### config.mk
export PLATFORM = sky130hd
export DESIGN_NAME = pss_top
export DESIGN_NICKNAME = d
export VERILOG_FILES = /design/src/rtl/pss_pkg.sv /design/src/rtl/pss_rst_sync.sv /design/src/rtl/pss_addr_gen.sv /design/src/rtl/pss_elem_sel.sv /design/src/rtl/pss_ctrl.sv /design/src/rtl/pss_top.sv
export SDC_FILE = /design/constraint.sdc
export NUM_CORES = 1
export LEC_CHECK = 0
export BUFFER_PORTS_ARGS = -buffer_cell sky130_fd_sc_hd__clkbuf_2
export CAP_MARGIN = 40
export CORE_AREA = 3 3 241 243
export CTS_CLUSTER_SIZE = 25
export DETAILED_ROUTE_END_ITERATION = 16
export DIE_AREA = 0 0 244 246
export GPL_TIMING_DRIVEN = 0
export PLACE_DENSITY = 0.69
export SETUP_SLACK_MARGIN = 0.02
export SLEW_MARGIN = 20
export SYNTH_ARGS = -nofsm -noshare
export SYNTH_HDL_FRONTEND = slang
export SYNTH_SLANG_ARGS = --single-unit
### constraint.sdc
create_clock -name clk -period 10.2 [get_ports clk]
set_input_delay 1.53 -clock clk [delete_from_list [all_inputs] [get_ports clk]]
set_output_delay 1.53 -clock clk [all_outputs]
set_load 0.02 [all_outputs]
### src/rtl/pss_pkg.sv
package pss_pkg;
  localparam int MEM_W    = 64;
  localparam int ADDR_W   = 64;
  localparam int CODE_W   = 5;
  localparam int STEP_SH  = 3;
  localparam logic [CODE_W-1:0] CODE_SPECIAL = 5'd31;
  localparam int ALIGN_BITS = 4;

  typedef enum logic [1:0] {
    ST_IDLE  = 2'd0,
    ST_CHECK = 2'd1,
    ST_RUN   = 2'd2,
    ST_DONE  = 2'd3
  } pss_state_e;
endpackage

### src/rtl/pss_rst_sync.sv
module pss_rst_sync (
  input  logic clk,
  input  logic rst_n_a,
  output logic rst_n_s
);
  logic meta_q;
  logic sync_q;

  always_ff @(posedge clk or negedge rst_n_a) begin
    if (!rst_n_a) begin
      meta_q <= 1'b0;
      sync_q <= 1'b0;
    end else begin
      meta_q <= 1'b1;
      sync_q <= meta_q;
    end
  end

  assign rst_n_s = sync_q;
endmodule

### src/rtl/pss_addr_gen.sv
module pss_addr_gen
  import pss_pkg::*;
(
  input  logic [CODE_W-1:0] base_code_i,
  input  logic [ADDR_W-1:0] base_i,
  input  logic [ADDR_W-1:0] sp_i,
  input  logic [ADDR_W-1:0] index_i,
  input  logic [ADDR_W-1:0] cur_addr_i,
  output logic [ADDR_W-1:0] start_addr_o,
  output logic [ADDR_W-1:0] next_addr_o,
  output logic              sp_misaligned_o
);
  localparam logic [ADDR_W-1:0] STEP = ADDR_W'(MEM_W / 8);

  logic [ADDR_W-1:0] base_sel;
  logic              use_sp;

  always_comb begin
    use_sp          = (base_code_i == CODE_SPECIAL);
    base_sel        = use_sp ? sp_i : base_i;
    start_addr_o    = base_sel + (index_i << STEP_SH);
    next_addr_o     = cur_addr_i + STEP;
    sp_misaligned_o = use_sp && (sp_i[ALIGN_BITS-1:0] != '0);
  end
endmodule

### src/rtl/pss_elem_sel.sv
module pss_elem_sel
  import pss_pkg::*;
#(
  parameter int VLEN = 256,
  localparam int PW    = VLEN / 8,
  localparam int NE64  = VLEN / 64,
  localparam int NE128 = VLEN / 128,
  localparam int EW    = $clog2(NE64)
) (
  input  logic [VLEN-1:0]  vec_i,
  input  logic [PW-1:0]    pred_i,
  input  logic             wide_i,
  input  logic [EW-1:0]    idx_i,
  output logic [MEM_W-1:0] data_o,
  output logic             active_o,
  output logic             any_active_o
);
  logic [MEM_W-1:0] w64  [NE64];
  logic [MEM_W-1:0] w128 [NE64];
  logic [NE64-1:0]  a64;
  logic [NE64-1:0]  a128;

  for (genvar i = 0; i < NE64; i++) begin : g_lane
    assign w64[i] = vec_i[i*64 +: MEM_W];
    assign a64[i] = pred_i[i*8];
    if (i < NE128) begin : g_wide
      assign w128[i] = vec_i[i*128 +: MEM_W];
      assign a128[i] = pred_i[i*16];
    end else begin : g_none
      assign w128[i] = '0;
      assign a128[i] = 1'b0;
    end
  end

  always_comb begin
    if (wide_i) begin
      data_o       = w128[idx_i];
      active_o     = a128[idx_i];
      any_active_o = |a128;
    end else begin
      data_o       = w64[idx_i];
      active_o     = a64[idx_i];
      any_active_o = |a64;
    end
  end
endmodule

### src/rtl/pss_ctrl.sv
module pss_ctrl
  import pss_pkg::*;
#(
  parameter int VLEN = 256,
  localparam int PW    = VLEN / 8,
  localparam int NE64  = VLEN / 64,
  localparam int NE128 = VLEN / 128,
  localparam int EW    = $clog2(NE64)
) (
  input  logic              clk,
  input  logic              rst_n,
  input  logic              start_i,
  input  logic              elem_wide_i,
  input  logic [CODE_W-1:0] idx_code_i,
  input  logic [VLEN-1:0]   vec_i,
  input  logic [PW-1:0]     pred_i,
  input  logic [ADDR_W-1:0] start_addr_i,
  input  logic [ADDR_W-1:0] next_addr_i,
  input  logic              sp_misaligned_i,
  input  logic [MEM_W-1:0]  elem_data_i,
  input  logic              elem_active_i,
  input  logic              any_active_i,
  input  logic              wr_ready_i,
  output logic [VLEN-1:0]   vec_q_o,
  output logic [PW-1:0]     pred_q_o,
  output logic              wide_q_o,
  output logic [EW-1:0]     idx_q_o,
  output logic [ADDR_W-1:0] cur_addr_o,
  output logic              wr_valid_o,
  output logic [ADDR_W-1:0] wr_addr_o,
  output logic [MEM_W-1:0]  wr_data_o,
  output logic              done_o,
  output logic              err_undef_o,
  output logic              err_align_o,
  output logic              busy_o
);
  pss_state_e        st_q, st_d;
  logic [ADDR_W-1:0] addr_q, addr_d;
  logic [EW-1:0]     idx_q, idx_d;
  logic [VLEN-1:0]   vec_q;
  logic [PW-1:0]     pred_q;
  logic              wide_q, und_q, mis_q;
  logic              eu_q, eu_d, ea_q, ea_d;
  logic              accept, adv, last;
  logic [EW-1:0]     last_idx;

  always_comb begin
    accept   = (st_q == ST_IDLE) && start_i;
    last_idx = wide_q ? EW'(NE128 - 1) : EW'(NE64 - 1);
    last     = (idx_q == last_idx);
    adv      = (st_q == ST_RUN) && (!elem_active_i || wr_ready_i);
  end

  always_comb begin
    st_d   = st_q;
    addr_d = addr_q;
    idx_d  = idx_q;
    eu_d   = 1'b0;
    ea_d   = 1'b0;
    unique case (st_q)
      ST_IDLE: begin
        if (start_i) begin
          st_d   = ST_CHECK;
          addr_d = start_addr_i;
          idx_d  = '0;
        end
      end
      ST_CHECK: begin
        if (und_q) begin
          st_d = ST_IDLE;
          eu_d = 1'b1;
        end else if (mis_q && any_active_i) begin
          st_d = ST_IDLE;
          ea_d = 1'b1;
        end else begin
          st_d = ST_RUN;
        end
      end
      ST_RUN: begin
        if (adv) begin
          if (last) begin
            st_d = ST_DONE;
          end else begin
            idx_d  = idx_q + EW'(1);
            addr_d = next_addr_i;
          end
        end
      end
      ST_DONE: st_d = ST_IDLE;
      default: st_d = ST_IDLE;
    endcase
  end

  always_ff @(posedge clk or negedge rst_n) begin
    if (!rst_n) begin
      st_q   <= ST_IDLE;
      addr_q <= '0;
      idx_q  <= '0;
      eu_q   <= 1'b0;
      ea_q   <= 1'b0;
    end else begin
      st_q   <= st_d;
      addr_q <= addr_d;
      idx_q  <= idx_d;
      eu_q   <= eu_d;
      ea_q   <= ea_d;
    end
  end

  always_ff @(posedge clk or negedge rst_n) begin
    if (!rst_n) begin
      vec_q  <= '0;
      pred_q <= '0;
      wide_q <= 1'b0;
      und_q  <= 1'b0;
      mis_q  <= 1'b0;
    end else if (accept) begin
      vec_q  <= vec_i;
      pred_q <= pred_i;
      wide_q <= elem_wide_i;
      und_q  <= (idx_code_i == CODE_SPECIAL);
      mis_q  <= sp_misaligned_i;
    end
  end

  assign vec_q_o     = vec_q;
  assign pred_q_o    = pred_q;
  assign wide_q_o    = wide_q;
  assign idx_q_o     = idx_q;
  assign cur_addr_o  = addr_q;
  assign wr_valid_o  = (st_q == ST_RUN) && elem_active_i;
  assign wr_addr_o   = addr_q;
  assign wr_data_o   = elem_data_i;
  assign done_o      = (st_q == ST_DONE);
  assign err_undef_o = eu_q;
  assign err_align_o = ea_q;
  assign busy_o      = (st_q != ST_IDLE);

  a_r9_hold_stalled: assert property (@(posedge clk) disable iff (!rst_n)
    (wr_valid_o && !wr_ready_i) |=> (wr_valid_o && $stable(wr_addr_o) && $stable(wr_data_o)));

  a_r2_addr_step: assert property (@(posedge clk) disable iff (!rst_n)
    (adv && !last) |=> (cur_addr_o == $past(cur_addr_o) + 64'd8));

  a_r10_done_single: assert property (@(posedge clk) disable iff (!rst_n)
    done_o |=> !done_o);

  a_r6_undef_flag: assert property (@(posedge clk) disable iff (!rst_n)
    (st_q == ST_CHECK && und_q) |=> (err_undef_o && !busy_o && !wr_valid_o));

  a_r7_align_flag: assert property (@(posedge clk) disable iff (!rst_n)
    (st_q == ST_CHECK && !und_q && mis_q && any_active_i) |=> (err_align_o && !busy_o));

  a_r11_one_outcome: assert property (@(posedge clk) disable iff (!rst_n)
    $onehot0({done_o, err_undef_o, err_align_o}));
endmodule

### src/rtl/pss_top.sv
module pss_top
  import pss_pkg::*;
#(
  parameter int VLEN = 256,
  localparam int PW = VLEN / 8,
  localparam int EW = $clog2(VLEN / 64)
) (
  input  logic              clk,
  input  logic              rst_n,
  input  logic              start_i,
  input  logic              elem_wide_i,
  input  logic [CODE_W-1:0] idx_code_i,
  input  logic [CODE_W-1:0] base_code_i,
  input  logic [VLEN-1:0]   vec_i,
  input  logic [PW-1:0]     pred_i,
  input  logic [ADDR_W-1:0] base_i,
  input  logic [ADDR_W-1:0] sp_i,
  input  logic [ADDR_W-1:0] index_i,
  output logic              wr_valid_o,
  input  logic              wr_ready_i,
  output logic [ADDR_W-1:0] wr_addr_o,
  output logic [MEM_W-1:0]  wr_data_o,
  output logic              done_o,
  output logic              err_undef_o,
  output logic              err_align_o,
  output logic              busy_o
);
  logic              rst_n_s;
  logic [ADDR_W-1:0] start_addr, next_addr, cur_addr;
  logic              sp_mis;
  logic [VLEN-1:0]   vec_q;
  logic [PW-1:0]     pred_q;
  logic              wide_q;
  logic [EW-1:0]     idx_q;
  logic [MEM_W-1:0]  elem_data;
  logic              elem_active, any_active;

  pss_rst_sync u_rst (
    .clk     (clk),
    .rst_n_a (rst_n),
    .rst_n_s (rst_n_s)
  );

  pss_addr_gen u_addr (
    .base_code_i     (base_code_i),
    .base_i          (base_i),
    .sp_i            (sp_i),
    .index_i         (index_i),
    .cur_addr_i      (cur_addr),
    .start_addr_o    (start_addr),
    .next_addr_o     (next_addr),
    .sp_misaligned_o (sp_mis)
  );

  pss_elem_sel #(.VLEN(VLEN)) u_sel (
    .vec_i        (vec_q),
    .pred_i       (pred_q),
    .wide_i       (wide_q),
    .idx_i        (idx_q),
    .data_o       (elem_data),
    .active_o     (elem_active),
    .any_active_o (any_active)
  );

  pss_ctrl #(.VLEN(VLEN)) u_ctrl (
    .clk             (clk),
    .rst_n           (rst_n_s),
    .start_i         (start_i),
    .elem_wide_i     (elem_wide_i),
    .idx_code_i      (idx_code_i),
    .vec_i           (vec_i),
    .pred_i          (pred_i),
    .start_addr_i    (start_addr),
    .next_addr_i     (next_addr),
    .sp_misaligned_i (sp_mis),
    .elem_data_i     (elem_data),
    .elem_active_i   (elem_active),
    .any_active_i    (any_active),
    .wr_ready_i      (wr_ready_i),
    .vec_q_o         (vec_q),
    .pred_q_o        (pred_q),
    .wide_q_o        (wide_q),
    .idx_q_o         (idx_q),
    .cur_addr_o      (cur_addr),
    .wr_valid_o      (wr_valid_o),
    .wr_addr_o       (wr_addr_o),
    .wr_data_o       (wr_data_o),
    .done_o          (done_o),
    .err_undef_o     (err_undef_o),
    .err_align_o     (err_align_o),
    .busy_o          (busy_o)
  );
endmodule

==> results.md <==
- The flow ran to the end, and the final reports show no timing, DRC or antenna violations.
- For this block, the initial DRC count from the detailed router was 2419.
- The worst path uses 60.9% of the clock period.
- The worst supply voltage drop on vdd is 0.218 mV.
- The final routed wirelength across all metal layers is 89300 µm.
- The number of nets in the layout is 4029.
- The maximum fanout along the worst path is 10.
- At the worst endpoint, the required time is 10640 ps.
- The HPWL after detailed placement is 70700 µm.
- The worst hold path belongs to the class reg -> async.
- The die footprint is 60000 µm².
- After detailed routing, the number of remaining DRC violations is 0.
- The initial core utilization is 37.8%.
- Clock tree synthesis selected as its root buffer the cell clkbuf_16.
- Synthesis instantiated 76 different standard cells from the library.
- The synthesized instance count is 2812.
- In this run, synthesis produced a sequential element count of 335.
- The floorplan has 87 rows.
- The H-tree was split into 2 levels.
- TritonCTS built the clock tree.
- The relative contribution of sequential cells to total power is 29.2%.
- The worst setup path is launched from an input port.
- In the routed layout, each cell is associated on average with a via count of 5.48.
- The highest clock rate is 161 MHz.
- The total of cells resized after clock tree synthesis is 0.
- The total number of clock tree sinks is 335.
- The first global-routing pass estimated 132000 µm of wire.
- In this run the count of I/O pins placed on the die edge is 628.
- Dividing total power by cell area gives a power density of 309 nW/µm².
- The core area is 56200 µm².
- The worst path in the final design needs a cycle of 6210 ps, including I/O delays and setup.
- The proportion of synthesized chip area in sequential cells is 39.4%.
- Yosys mapped a number of flops with a built-in enable equal to 0.
- After synthesis the cells add up to 21300 µm².
- The fill cell instance count of the final layout is 5848.
- The most used flip-flop cell after synthesis is dfrtp_1.
- Summed over all layers, the global routing overflow is 0.
- Buffers inserted to repair hold after CTS numbered 0.
- The share of post-route cells with drive strength above 1 is 21.8%.
- The maximum root-to-sink buffer count is 3.
- When the netlist entered floorplanning its net count stood at 3375.
- The actual transition at the worst max-transition pin is 880 ps.
- The floorplan die height is 246 µm.
- Clock-pin slew was measured on the worst setup and hold paths at 60 ps.
- The number of global-route vias before repair is 22377.
- The initial antenna violation count came to 19.
- The number of antenna-violating nets in the routed design is 0.
- The critical path class is in -> reg.
- The power spent charging and discharging nets is 4090 µW.
- The number of port buffers is 596.
- Clock skew on the completed layout was measured at 16.8 ps.
- The average cell area after synthesis is 7.56 µm².
- The number of setup violations in the final report is 0.
- From synthesis to final layout, the design area changed by 25.9%.
- Leaving out fill and tap cells, the most frequent cell in the layout is nand2_1.
- Across every metal layer, demand over resource in global routing totals 28.5%.
- Per report_power, the combinational group accounts for 54.0% of the total.
- Total power for the finished layout comes to 8260 µW.
- STA puts the critical path data arrival time at 6650 ps.
- Per report_power, the clock group accounts for 16.9% of the total.
- Clock tree synthesis inserted a total of 38 buffers.
- For the worst-skew pair, the clock arrives at the later sink with an insertion delay of 570 ps.
- Of the total power, the share spent switching nets is 49.5%.
- The reported max-cap violation count is 0.
- The hold violation total from the final report was 0.
- The proportion of register bits with asynchronous set or reset after synthesis is 100%.
- The largest net degree at the start of global routing is 57.
- Across all layers, the routed design uses 23344 vias.
- The die is 244 µm wide.
- The final routed wire length divided by cell count is 21.0 µm.
- In the layout the commonest cells are nand2_1, clkbuf_2, dfrtp_1.
- The count of final max-slew check failures is 0.
- Cells fill 47.6% of the core in the end.
- STA classifies the critical path endpoint as a flip-flop.
- The number of buffers inserted to repair setup after CTS is 0.
- The final total negative setup slack is 0 ps.
- The reported leakage power is 0.0137 µW.
- Setup repair after global routing left no endpoint under its margin.
- The design internal power is 4170 µW.
- The number of synthesis warnings is 0.
- The worst slew slack as a fraction of its limit is 41.3%.
- The routability congestion estimate from global placement is 0.951.
- The first-pass iteration count of the detailed router is 7.
## final timing paths
| kind | from | to | slack [ps] | depth (start not counted) |
|---|---|---|---|---|
| worst min-delay path | u_rst.rst_n_s | u_ctrl.vec_q_o[254] | 180 | 0 |
| min in group clk | u_rst.meta_q | u_rst.rst_n_s | 350 | 0 |
| worst max register to register | u_ctrl.idx_q_o[0] | u_ctrl.cur_addr_o[54] | 6910 | 10 |
| worst min register to register | u_rst.rst_n_s | u_ctrl.vec_q_o[254] | 180 | 0 |
| max in group asynchronous | u_rst.rst_n_s | u_ctrl.vec_q_o[80] | 8850 | 3 |
| worst max-delay path | base_code_i[2] | u_ctrl.cur_addr_o[63] | 3990 | 18 |
## logic make-up (layout without fill, tap and decap cells)
kind of cell,Yosys count,in the layout,synth area share (%)
adder cells (fa/ha/maj),68,68,4.04
XOR/XNOR,48,48,1.98
multiplexers,70,70,3.66
flip-flops,335,335,39.4
AND/OR/NAND/NOR,1202,1202,23.7
AO/OA/AOI/OAI,808,808,22.2
buffers and inverters,280,958,4.97
other,1,16,0.0176
## state kept, by name (all words and copies together), names as in the netlist, 2 cells and up, named ones only
signal,cells
u_ctrl.cur_addr_o,64
u_ctrl.idx_q_o,2
u_ctrl.pred_q_o,4
u_ctrl.vec_q_o,256
## per-stage QoR
stage	setup slack (ps)	std cells	hold slack, ps	area, µm²
floorplan	172	2812	331	21300
global placement	-4260	4164	335	25200
detailed placement	3430	4181	180	25500
CTS	4030	4245	185	26700
global route	3740	4258	192	26800
finish	3990	4261	177	26800
## synthesized netlist by cell type, drive strengths merged, types with 9 or more instances
cell type	instances	area share, %
a21o	98	3.5
a21oi	286	6.7
a31oi	20	0.59
and2	10	0.29
and3	16	0.47
buf	20	0.38
clkbuf	173	3.1
dfrtp	335	39
ha	67	3.9
inv	87	1.5
mux2	61	3.2
mux2i	9	0.42
nand2	837	15
nand2b	12	0.35
nand3	52	1.2
nand4	34	1.2
nor2	163	2.9
nor3	35	0.85
nor4	13	0.52
o211ai	15	0.53
o21a	10	0.35
o21ai	235	5.5
o21bai	12	0.42
o22ai	73	2.1
xnor2	22	0.91
xor2	26	1.1
## cell type report
| type | count | area (µm²) | share of cell area, % |
|---|---|---|---|
| timing repair buffer | 614 | 3300 | 12.3 |
| multi-input combinational | 2197 | 11800 | 44.1 |
| clock inverter | 14 | 166 | 0.622 |
| tap | 756 | 946 | 3.53 |
| buffer | 193 | 733 | 2.74 |
| clock buffer | 50 | 1060 | 3.95 |
| sequential | 335 | 8390 | 31.3 |
| antenna | 15 | 37.5 | 0.140 |
| inverter | 87 | 327 | 1.22 |
## power by group through the flow
| stage | Clock, µW | Sequential (µW) | Combinational (µW) |
|---|---|---|---|
| 6_report | 1390 | 2410 | 4460 |
| 3_5_place_dp | 0 | 2410 | 4390 |
| 2_1_floorplan | 0 | 2450 | 2640 |
| 4_1_cts | 1410 | 2390 | 4410 |
| 3_3_place_gp | 0 | 2420 | 4280 |
| 5_1_grt | 1460 | 2470 | 4870 |
## per-layer routing
metal | track usage, % | vias to the layer above | routed length (µm)
li1 | - | 10977 | -
met1 | 39.0 | 11142 | 38700
met2 | 45.7 | 1046 | 40700
met3 | 4.34 | 173 | 6560
met4 | 10.3 | 6 | 3300
met5 | 0 | - | 49
## critical path: stages
cell	delay [ps]
clkbuf_2	70
and3_1	170
nand3_1	110
clkbuf_1	410
clkbuf_1	640
mux2_2	290
ha_1	170
inv_1	60
fa_1	370
nand2b_1	220
a211oi_1	620
o211ai_1	160
nand3_1	210
o21bai_1	200
o31ai_2	590
a21oi_1	280
xnor2_1	200
a221o_1	360
Note: power is estimated with default switching activity, not from simulation.
